==> src/rtl/sss_pkg.sv <==
// Shared constants, selector encoding and source selection for the
// synchronous start controller. Assumes 4 channels and 8-bit registers.
package sss_pkg;
    localparam int NUM_CH = 4;
    localparam int DATA_W = 8;
    localparam int ADDR_W = 4;
    localparam int SEL_W  = 2;
    localparam int FL_W   = NUM_CH * SEL_W;

    typedef enum logic [SEL_W-1:0] {
        SRC_NEVER   = 2'd0,
        SRC_EXT     = 2'd1,
        SRC_ONESHOT = 2'd2,
        SRC_ALWAYS  = 2'd3
    } sync_src_e;

    // Return the asserted state of the source chosen by sel.
    function automatic logic pick_src(input logic [SEL_W-1:0] sel,
                                      input logic ext_act,
                                      input logic os_act);
        case (sync_src_e'(sel))
            SRC_NEVER:   pick_src = 1'b0;
            SRC_EXT:     pick_src = ext_act;
            SRC_ONESHOT: pick_src = os_act;
            default:     pick_src = 1'b1;
        endcase
    endfunction
endpackage

==> src/rtl/sss_regs.sv <==
// Register file: global reset, control and flush selector registers,
// with combinational read-back. Writes to unmapped addresses are dropped.
// Assumes a synchronous active-low reset; the global reset register
// comes up asserted (all ones).
module sss_regs
    import sss_pkg::*;
#(
    parameter logic [ADDR_W-1:0] GRST_ADDR  = 4'd5,
    parameter logic [ADDR_W-1:0] CTRL_ADDR  = 4'd6,
    parameter logic [ADDR_W-1:0] FLUSH_ADDR = 4'd7
) (
    input  logic              clk,
    input  logic              rst_n,
    input  logic              wr_en,
    input  logic [ADDR_W-1:0] wr_addr,
    input  logic [DATA_W-1:0] wr_data,
    input  logic [ADDR_W-1:0] rd_addr,
    output logic [DATA_W-1:0] rd_data,
    output logic              greset_act,
    output logic              os_bit,
    output logic              os_mode,
    output logic [SEL_W-1:0]  out_sel,
    output logic [SEL_W-1:0]  interp_sel,
    output logic [SEL_W-1:0]  res_sel,
    output logic [FL_W-1:0]   flush_sel
);
    logic [DATA_W-1:0] grst_q;
    logic [DATA_W-1:0] ctrl_q;
    logic [DATA_W-1:0] flush_q;

    // Register writes, decoded by address.
    always_ff @(posedge clk) begin
        if (!rst_n) begin
            grst_q  <= '1;
            ctrl_q  <= '0;
            flush_q <= '0;
        end else if (wr_en) begin
            if (wr_addr == GRST_ADDR)  grst_q  <= wr_data;
            if (wr_addr == CTRL_ADDR)  ctrl_q  <= wr_data;
            if (wr_addr == FLUSH_ADDR) flush_q <= wr_data;
        end
    end

    // Read-back multiplexer.
    always_comb begin
        if (rd_addr == GRST_ADDR)       rd_data = grst_q;
        else if (rd_addr == CTRL_ADDR)  rd_data = ctrl_q;
        else if (rd_addr == FLUSH_ADDR) rd_data = flush_q;
        else                            rd_data = '0;
    end

    // Field extraction.
    assign greset_act = |grst_q;
    assign os_bit     = ctrl_q[0];
    assign os_mode    = ctrl_q[1];
    assign out_sel    = ctrl_q[3:2];
    assign interp_sel = ctrl_q[5:4];
    assign res_sel    = ctrl_q[7:6];
    assign flush_sel  = flush_q[FL_W-1:0];
endmodule

==> src/rtl/sss_ext_sync.sv <==
// Synchronizer for the active-low external sync pin. Produces an
// active-high "asserted" level after STAGES flops. Assumes that the pin
// is idle (high) during reset.
module sss_ext_sync #(
    parameter int STAGES = 2
) (
    input  logic clk,
    input  logic rst_n,
    input  logic ext_sync_n,
    output logic ext_act
);
    logic [STAGES-1:0] chain_q;

    // Shift chain carrying the raw pin level.
    always_ff @(posedge clk) begin
        if (!rst_n) chain_q <= '1;
        else        chain_q <= {chain_q[STAGES-2:0], ext_sync_n};
    end

    assign ext_act = ~chain_q[STAGES-1];
endmodule

==> src/rtl/sss_oneshot.sv <==
// One-shot sync source. In level mode (os_mode = 1) it follows the
// one-shot bit. In pulse mode (os_mode = 0) it is high for one cycle
// after the bit goes from 0 to 1.
module sss_oneshot (
    input  logic clk,
    input  logic rst_n,
    input  logic os_bit,
    input  logic os_mode,
    output logic os_act
);
    logic os_prev_q;

    // Remember the previous bit value for rising-edge detection.
    always_ff @(posedge clk) begin
        if (!rst_n) os_prev_q <= 1'b0;
        else        os_prev_q <= os_bit;
    end

    assign os_act = os_mode ? os_bit : (os_bit & ~os_prev_q);
endmodule

==> src/rtl/sss_hold_gen.sv <==
// Per-consumer source selection and registered hold and sync outputs.
// Holds are forced high by rst_n; sync_out idles high (active low).
module sss_hold_gen
    import sss_pkg::*;
(
    input  logic              clk,
    input  logic              rst_n,
    input  logic              greset_act,
    input  logic              ext_act,
    input  logic              os_act,
    input  logic [SEL_W-1:0]  out_sel,
    input  logic [SEL_W-1:0]  interp_sel,
    input  logic [SEL_W-1:0]  res_sel,
    input  logic [FL_W-1:0]   flush_sel,
    output logic [NUM_CH-1:0] ch_hold,
    output logic              res_hold,
    output logic              sync_out
);
    logic              interp_sync;
    logic [NUM_CH-1:0] flush_sync;

    assign interp_sync = pick_src(interp_sel, ext_act, os_act);

    for (genvar i = 0; i < NUM_CH; i++) begin : g_ch
        assign flush_sync[i] = pick_src(flush_sel[i*SEL_W +: SEL_W], ext_act, os_act);

        // Channel hold: global reset, shared interpolator sync or own flush.
        always_ff @(posedge clk) begin
            if (!rst_n) ch_hold[i] <= 1'b1;
            else        ch_hold[i] <= greset_act | interp_sync | flush_sync[i];
        end
    end

    // Resampler hold: global reset or resampler sync.
    always_ff @(posedge clk) begin
        if (!rst_n) res_hold <= 1'b1;
        else        res_hold <= greset_act | pick_src(res_sel, ext_act, os_act);
    end

    // Active-low sync output driven from the chosen source.
    always_ff @(posedge clk) begin
        if (!rst_n) sync_out <= 1'b1;
        else        sync_out <= ~pick_src(out_sel, ext_act, os_act);
    end
endmodule

==> src/rtl/sync_start_ctrl.sv <==
// Top of the synchronous start controller: registers, external sync
// synchronizer, one-shot source and hold generation.
module sync_start_ctrl
    import sss_pkg::*;
#(
    parameter int                SYNC_STAGES = 2,
    parameter logic [ADDR_W-1:0] GRST_ADDR   = 4'd5,
    parameter logic [ADDR_W-1:0] CTRL_ADDR   = 4'd6,
    parameter logic [ADDR_W-1:0] FLUSH_ADDR  = 4'd7
) (
    input  logic        clk,
    input  logic        rst_n,
    input  logic        wr_en,
    input  logic [3:0]  wr_addr,
    input  logic [7:0]  wr_data,
    input  logic [3:0]  rd_addr,
    output logic [7:0]  rd_data,
    input  logic        ext_sync_n,
    output logic        sync_out,
    output logic [3:0]  ch_hold,
    output logic        res_hold
);
    logic             greset_act;
    logic             os_bit;
    logic             os_mode;
    logic [SEL_W-1:0] out_sel;
    logic [SEL_W-1:0] interp_sel;
    logic [SEL_W-1:0] res_sel;
    logic [FL_W-1:0]  flush_sel;
    logic             ext_act;
    logic             os_act;

    sss_regs #(
        .GRST_ADDR (GRST_ADDR),
        .CTRL_ADDR (CTRL_ADDR),
        .FLUSH_ADDR(FLUSH_ADDR)
    ) u_regs (
        .clk       (clk),
        .rst_n     (rst_n),
        .wr_en     (wr_en),
        .wr_addr   (wr_addr),
        .wr_data   (wr_data),
        .rd_addr   (rd_addr),
        .rd_data   (rd_data),
        .greset_act(greset_act),
        .os_bit    (os_bit),
        .os_mode   (os_mode),
        .out_sel   (out_sel),
        .interp_sel(interp_sel),
        .res_sel   (res_sel),
        .flush_sel (flush_sel)
    );

    sss_ext_sync #(.STAGES(SYNC_STAGES)) u_ext (
        .clk       (clk),
        .rst_n     (rst_n),
        .ext_sync_n(ext_sync_n),
        .ext_act   (ext_act)
    );

    sss_oneshot u_os (
        .clk    (clk),
        .rst_n  (rst_n),
        .os_bit (os_bit),
        .os_mode(os_mode),
        .os_act (os_act)
    );

    sss_hold_gen u_hold (
        .clk       (clk),
        .rst_n     (rst_n),
        .greset_act(greset_act),
        .ext_act   (ext_act),
        .os_act    (os_act),
        .out_sel   (out_sel),
        .interp_sel(interp_sel),
        .res_sel   (res_sel),
        .flush_sel (flush_sel),
        .ch_hold   (ch_hold),
        .res_hold  (res_hold),
        .sync_out  (sync_out)
    );
endmodule

==> config.mk <==
export PLATFORM = sky130hd
export DESIGN_NAME = sync_start_ctrl
export DESIGN_NICKNAME = d
export VERILOG_FILES = /design/src/rtl/sss_pkg.sv /design/src/rtl/sss_regs.sv /design/src/rtl/sss_ext_sync.sv /design/src/rtl/sss_oneshot.sv /design/src/rtl/sss_hold_gen.sv /design/src/rtl/sync_start_ctrl.sv
export SDC_FILE = /design/constraint.sdc
export NUM_CORES = 1
export LEC_CHECK = 0
export ABC_AREA = 1
export BUFFER_PORTS_ARGS = -buffer_cell sky130_fd_sc_hd__buf_2
export CAP_MARGIN = 20
export CORE_ASPECT_RATIO = 0.8
export CORE_MARGIN = 2
export CORE_UTILIZATION = 45
export CTS_CLUSTER_SIZE = 10
export DETAILED_ROUTE_END_ITERATION = 8
export PLACE_DENSITY = 0.68
export SYNTH_ARGS = -nofsm -noshare
export SYNTH_HDL_FRONTEND = slang
export SYNTH_SLANG_ARGS = --single-unit
==> constraint.sdc <==
create_clock -name clk -period 1.2 [get_ports clk]
set_input_delay 0.12 -clock clk [delete_from_list [all_inputs] [get_ports clk]]
set_output_delay 0.12 -clock clk [all_outputs]
set_load 0.02 [all_outputs]
; ---- After elaboration in Yosys (flattened, before gate mapping)
; Index checks and enable logic that the tools add are counted.
[totals]
ram_bits = 0
regBits = 33
output_inout_bits = 14
mem_count = 0
input_bits = 20
latch_bits = 0
mem_bits_ro = 0
elab_cells = 65
[classes]
n_div = 0
mul = 0
reduce_logical = 11
n_addsub = 0
mux = 13
bitwise = 10
shift = 0
n_eq_ne = 20
order_cmp = 0
[op_table]
columns = cell, n
row1 = "4-bit by 3-bit == test with 1-bit output, second input constant", 6
row2 = 8-bit two-way mux, 3
row3 = 1-bit one-hot mux with 3 select lines, 7
row4 = "2-bit by 1-bit == test with 1-bit output, second input constant", 7
row5 = "2-bit == test, second input constant", 7
row6 = 2-bit zero test, 7
row7 = 8-bit OR reduction, 1
row8 = 1-bit OR, 6
row9 = 2-bit AND reduction, 3
row10 = 1-bit two-way mux, 3
row11 = 1-bit NOT, 3
row12 = 1-bit bitwise AND, 1

; ---- Longest topological paths before layout
[depth]
ltp_word = 6
mapped_depth = 7
ltp_nobuf = 6

; ---- Cells and area by module
; A second synthesis with hierarchy kept.
[unflattened]
cells_unflattened = 240
area_unflattened_um2 = 1587.8
[modules_own_cells]
columns = mod, n_inst, cells_each, area_each_um2
row1 = sss_regs, 1, 179, 1194.9
row2 = sss_hold_gen, 1, 48, 290.3
row3 = sss_ext_sync, 1, 7, 58.8
row4 = sss_oneshot, 1, 6, 43.8

; ---- Worst setup path after synthesis
; No wires, ideal clock.
[synth_path]
kind = in2out
from = in rd_addr[1]
to = out rd_data[0]
arrival_ps = 838
path_stages = 5
path_slack_ps = 242
path_cell_list = buf_4 inv_2 nor3_4 nand2_1 nand3_1
[synth_between]
elab_chain_cells = 4
elab_cells_between_ends = 6
classes_between = eq/ne: 3 / mux: 3
[synth_rtl]
columns = element, line
row1 = from (decl), sync_start_ctrl.sv:16  ; input logic [3:0] rd_addr,
row2 = 4-bit by 3-bit == test with 1-bit output, sss_regs.sv:48  ; else if (rd_addr == FLUSH_ADDR) rd_data = flush_q;
row3 = 8-bit two-way mux, sss_regs.sv:48
row4 = 8-bit two-way mux, sss_regs.sv:47  ; else if (rd_addr == CTRL_ADDR) rd_data = ctrl_q;
row5 = 8-bit two-way mux *, sss_regs.sv:46  ; if (rd_addr == GRST_ADDR) rd_data = grst_q;
row6 = to (decl), sync_start_ctrl.sv:17  ; output logic [7:0] rd_data,
; Mark *: on every way between the ends. The rest lies on a longest branch, timed or not.

; ---- Worst setup path in the final report
[layout_path]
from = reg u_regs.flush_q[3], in the netlist u_regs.flush_sel[3]
to = out rd_data[3]
[layout_between]
elab_chain_cells = 3
[layout_rtl]
columns = element, line
row1 = from (decl), sss_regs.sv:29  ; logic [DATA_W-1:0] flush_q;
row2 = from (signal assigned), sss_regs.sv:40  ; if (wr_addr == FLUSH_ADDR) flush_q <= wr_data;
row3 = 8-bit two-way mux, sss_regs.sv:48
row4 = 8-bit two-way mux, sss_regs.sv:47
row5 = 8-bit two-way mux, sss_regs.sv:46
; Every way passes these cells.

==> results.py <==
metrics = {
    "run_status": {
        "run_status": "finished, final reports clean",
    },
    "timing": {
        "slew_limit_headroom": 0.7611,
        "clock.fmax_mhz": 886.7,
        "finalSetupViolations": 0,
        "final-max-slew-violation-count": 0,
        "fin_crit_ns": 1.128,
        "timing_hold_violations_final": 0,
        "setup-tns-final_ns": 0,
        "worst_pin_slew_ns": 0.3576,
        "fin_worst_hold_slack_ns": 0.08616,
        "min_period_over_period": 0.9398,
        "clock-skew-final_ns": 0.006565,
    },
    "floorplan": {
        "design.die.area_mm2": 0.004031,
        "die_y_um": 57.19,
        "boundaryPins": 34,
        "core_area_mm2": 0.003400,
        "initial_core_util": 0.4682,
        "die_width_um": 70.49,
        "std_cell_rows": 19,
    },
    "grt": {
        "grt_pass1_vias": 1355,
        "grt_util_all_layers": 0.2065,
        "grt_antenna_before_repair": 0,
        "grt_first_pass_wirelength_um": 6299,
        "largest_net_degree_at_the_start_of_global_routing": 18,
        "grt.overflow.total": 0,
    },
    "cts": {
        "clock_latency_ns": 0.29,
        "clock_sink_count": 33,
        "worst_setup_hold_path_clk_slew_ns": 0.07,
        "cts_htree_levels": 2,
        "cts_tree": "done",
        "cts_buffers": 5,
        "cts_buffer_depth": 2,
        "ctsRootBufferMaster": "clkbuf_8",
    },
    "setup_path": {
        "crit_chain": "nand4_1, nand3_1, buf_2",
        "worstPathBufferInverterCount": 1,
        "startpoint_type": "flop",
        "slowest_delay_ns": 0.35,
        "critical-path-slowest-cell": "dfxtp_2",
        "r2r_end": "u_hold.ch_hold[0]",
        "worst_r2r_path_depth": 6,
        "cp.required_ns": 1.08,
        "critPathMaxFanout": 3,
        "r2r_setup_slack_ns": 0.12,
        "rr_startpoint": "u_regs.ctrl_q[1]",
        "endpoint_class_of_the_critical_path": "primary output",
        "worstSetupPathType": "reg -> out",
        "data_arrival_time_at_the_worst_slack_endpoint_ns": 1.01,
        "crit_family": "flip-flops",
    },
    "route": {
        "detailroute.via_count": 1597,
        "drc_errors": 0,
        "firstDrtPassIters": 4,
        "avgViaCountPerCell": 4.884,
        "wl_per_cell_um": 11.76,
        "drt-total-wl_um": 3846,
        "final_antenna_net_count": 0,
        "drt_iter0_drc": 111,
    },
    "place": {
        "place.port_buffers": 33,
        "hpwlAfterDp_um": 2743,
        "place_congestion": 0.8225,
    },
    "logic_synthesis": {
        "netlist_instances": 242,
        "synth.avg_cell_area_um2": 6.577,
        "yosysSeqAreaShare": 0.4151,
        "ys_seq_elements": 33,
        "netlist-cell-type-count": 23,
        "mapped_nets": 262,
        "yosysWarnings": 0,
        "syn-cell-area_mm2": 0.001592,
    },
    "power": {
        "netSwitchingPower_uw": 583.2,
        "power.internal_mw": 2.033,
        "power_switching_share": 0.2229,
        "power_per_cell_area_mw_per_mm2": 1313,
        "p_clk_frac": 0.475,
        "report.power.total_mw": 2.616,
        "power_frac_comb": 0.091,
        "vdd.ir_drop.worst_v": 0.0008543,
        "leakage_nw": 0.9647,
        "seqPwrFrac": 0.434,
    },
    "job": {
        "drv.max_cap_violation_count": 0,
    },
    "cells_and_area": {
        "area_added_between_synthesis_and_finish_pct": 25.24,
        "filler_cell_count": 349,
        "finish.net_count": 304,
        "most_frequent_cells_in_the_layout": "71 x nand2_1, 46 x nor2_1, 36 x nand3_1",
        "layout-drive-gt1-share": 0.2316,
        "number_of_antenna_diodes": 0,
        "mostFrequentLayoutCell": "nand2_1",
    },
    "hold_path": {
        "hold_path.class": "in -> reg",
        "hold-path-cell-count": 3,
        "min_to": "u_regs.grst_q[5]",
        "worstHoldStart": "wr_data[5]",
    },
}
[synthesized netlist by cell type]
library cell | instances | area, um^2
clkinv_1 | 1 | 3.750
inv_2 | 2 | 7.510
nor2_4 | 2 | 22.52
dfxtp_1 | 33 | 660.6
nand2_1 | 72 | 270.3
nand4_1 | 8 | 50.05
o21ai_0 | 1 | 5.000
buf_2 | 1 | 5.000
nor2_1 | 46 | 172.7
nor3_4 | 1 | 16.27
nor2_2 | 2 | 12.51
or2_2 | 2 | 12.51
nand2_2 | 1 | 6.260
clkbuf_1 | 1 | 3.750
buf_4 | 2 | 15.01
nand3_1 | 36 | 180.2
inv_1 | 23 | 86.33
o211ai_1 | 1 | 7.510
o21bai_1 | 1 | 7.510
a21oi_1 | 2 | 10.01
buf_1 | 1 | 3.750
buf_6 | 2 | 22.52
nand3_2 | 1 | 10.01
[what timing repair did]
action	CTS	global route
resized for setup	0	10
endpoints found under the hold margin	1	0
buffers inserted	0	0
hold buffers	1	0
endpoints found under the setup margin	0	8
[per-stage QoR]
step	utilization	setup slack, ns	cells	cell area, um^2
2_1_floorplan	-	0.2422	242	1592
3_3_place_gp	0.5388	0.1013	318	1832
3_5_place_dp	0.5388	0.07708	318	1832
4_1_cts	0.5812	0.01554	327	1976
5_1_grt	0.5863	-0.006029	327	1993
6_report	0.5863	0.07223	327	1993
[area by class of cell]
class,instances,area (um^2),area share
flip-flops and latches,33,665.6,0.3340
well taps,42,52.55,0.02637
clock buffers,5,68.82,0.03453
repair buffers,42,257.7,0.1293
multi-input cells,176,785.8,0.3942
clock inverters,3,65.06,0.03264
inverters,26,97.59,0.04896
[layer usage]
layer  vias up  routed length (um)  track usage
met3         9                 271      0.06537
li1        840                   -            -
met5         -                   0            0
met1       692                1798       0.2652
met4         0                  80      0.09615
met2        56                1696       0.3194
[flip-flops by register name (all words and copies together), names as in the netlist]
name              cells
u_ext.chain_q         2
u_hold.sync_out       1
u_regs.ctrl_q         8
u_regs.grst_q         8
u_os.os_prev_q        1
u_regs.flush_sel      8
u_hold.ch_hold        4
u_hold.res_hold       1
[kinds of logic (layout without fill, tap and decap cells)]
family / Yosys count / in the layout / synth area share
flip-flops: 33 / 33 / 0.4151
AND/OR/NAND/NOR: 171 / 171 / 0.4733
buffers and inverters: 33 / 76 / 0.09275
AO/OA/AOI/OAI: 5 / 5 / 0.01887
[worst reg2reg max path, stage by stage (launching register included)]
cell and delay [ns]:
dfxtp_1 0.33, inv_1 0.06, nand2_1 0.04, nand2_1 0.22
nand2_1 0.08, nand2_1 0.14, nand3_1 0.10
[how the worst max path moves through the flow]
stage	start	to	slack [ns]	depth (start not counted)
floorplan	rd_addr[1]	rd_data[0]	0.24	5
global placement	rd_addr[3]	rd_data[3]	0.10	7
detailed placement	rd_addr[3]	rd_data[1]	0.08	7
CTS	u_regs.flush_sel[3]	rd_data[3]	0.02	3
global route	rd_addr[3]	rd_data[3]	-0.006	8
finish	u_regs.flush_sel[3]	rd_data[3]	0.07	3
[power groups by stage]
stage / clock [mW] / combinational [mW] / sequential (mW)
2_1_floorplan: 0 / 0.146 / 1.15
3_3_place_gp: 0 / 0.226 / 1.16
3_5_place_dp: 0 / 0.228 / 1.16
4_1_cts: 1.27 / 0.232 / 1.13
5_1_grt: 1.32 / 0.266 / 1.14
6_report: 1.24 / 0.238 / 1.13
(Power assumes the default switching activity.)
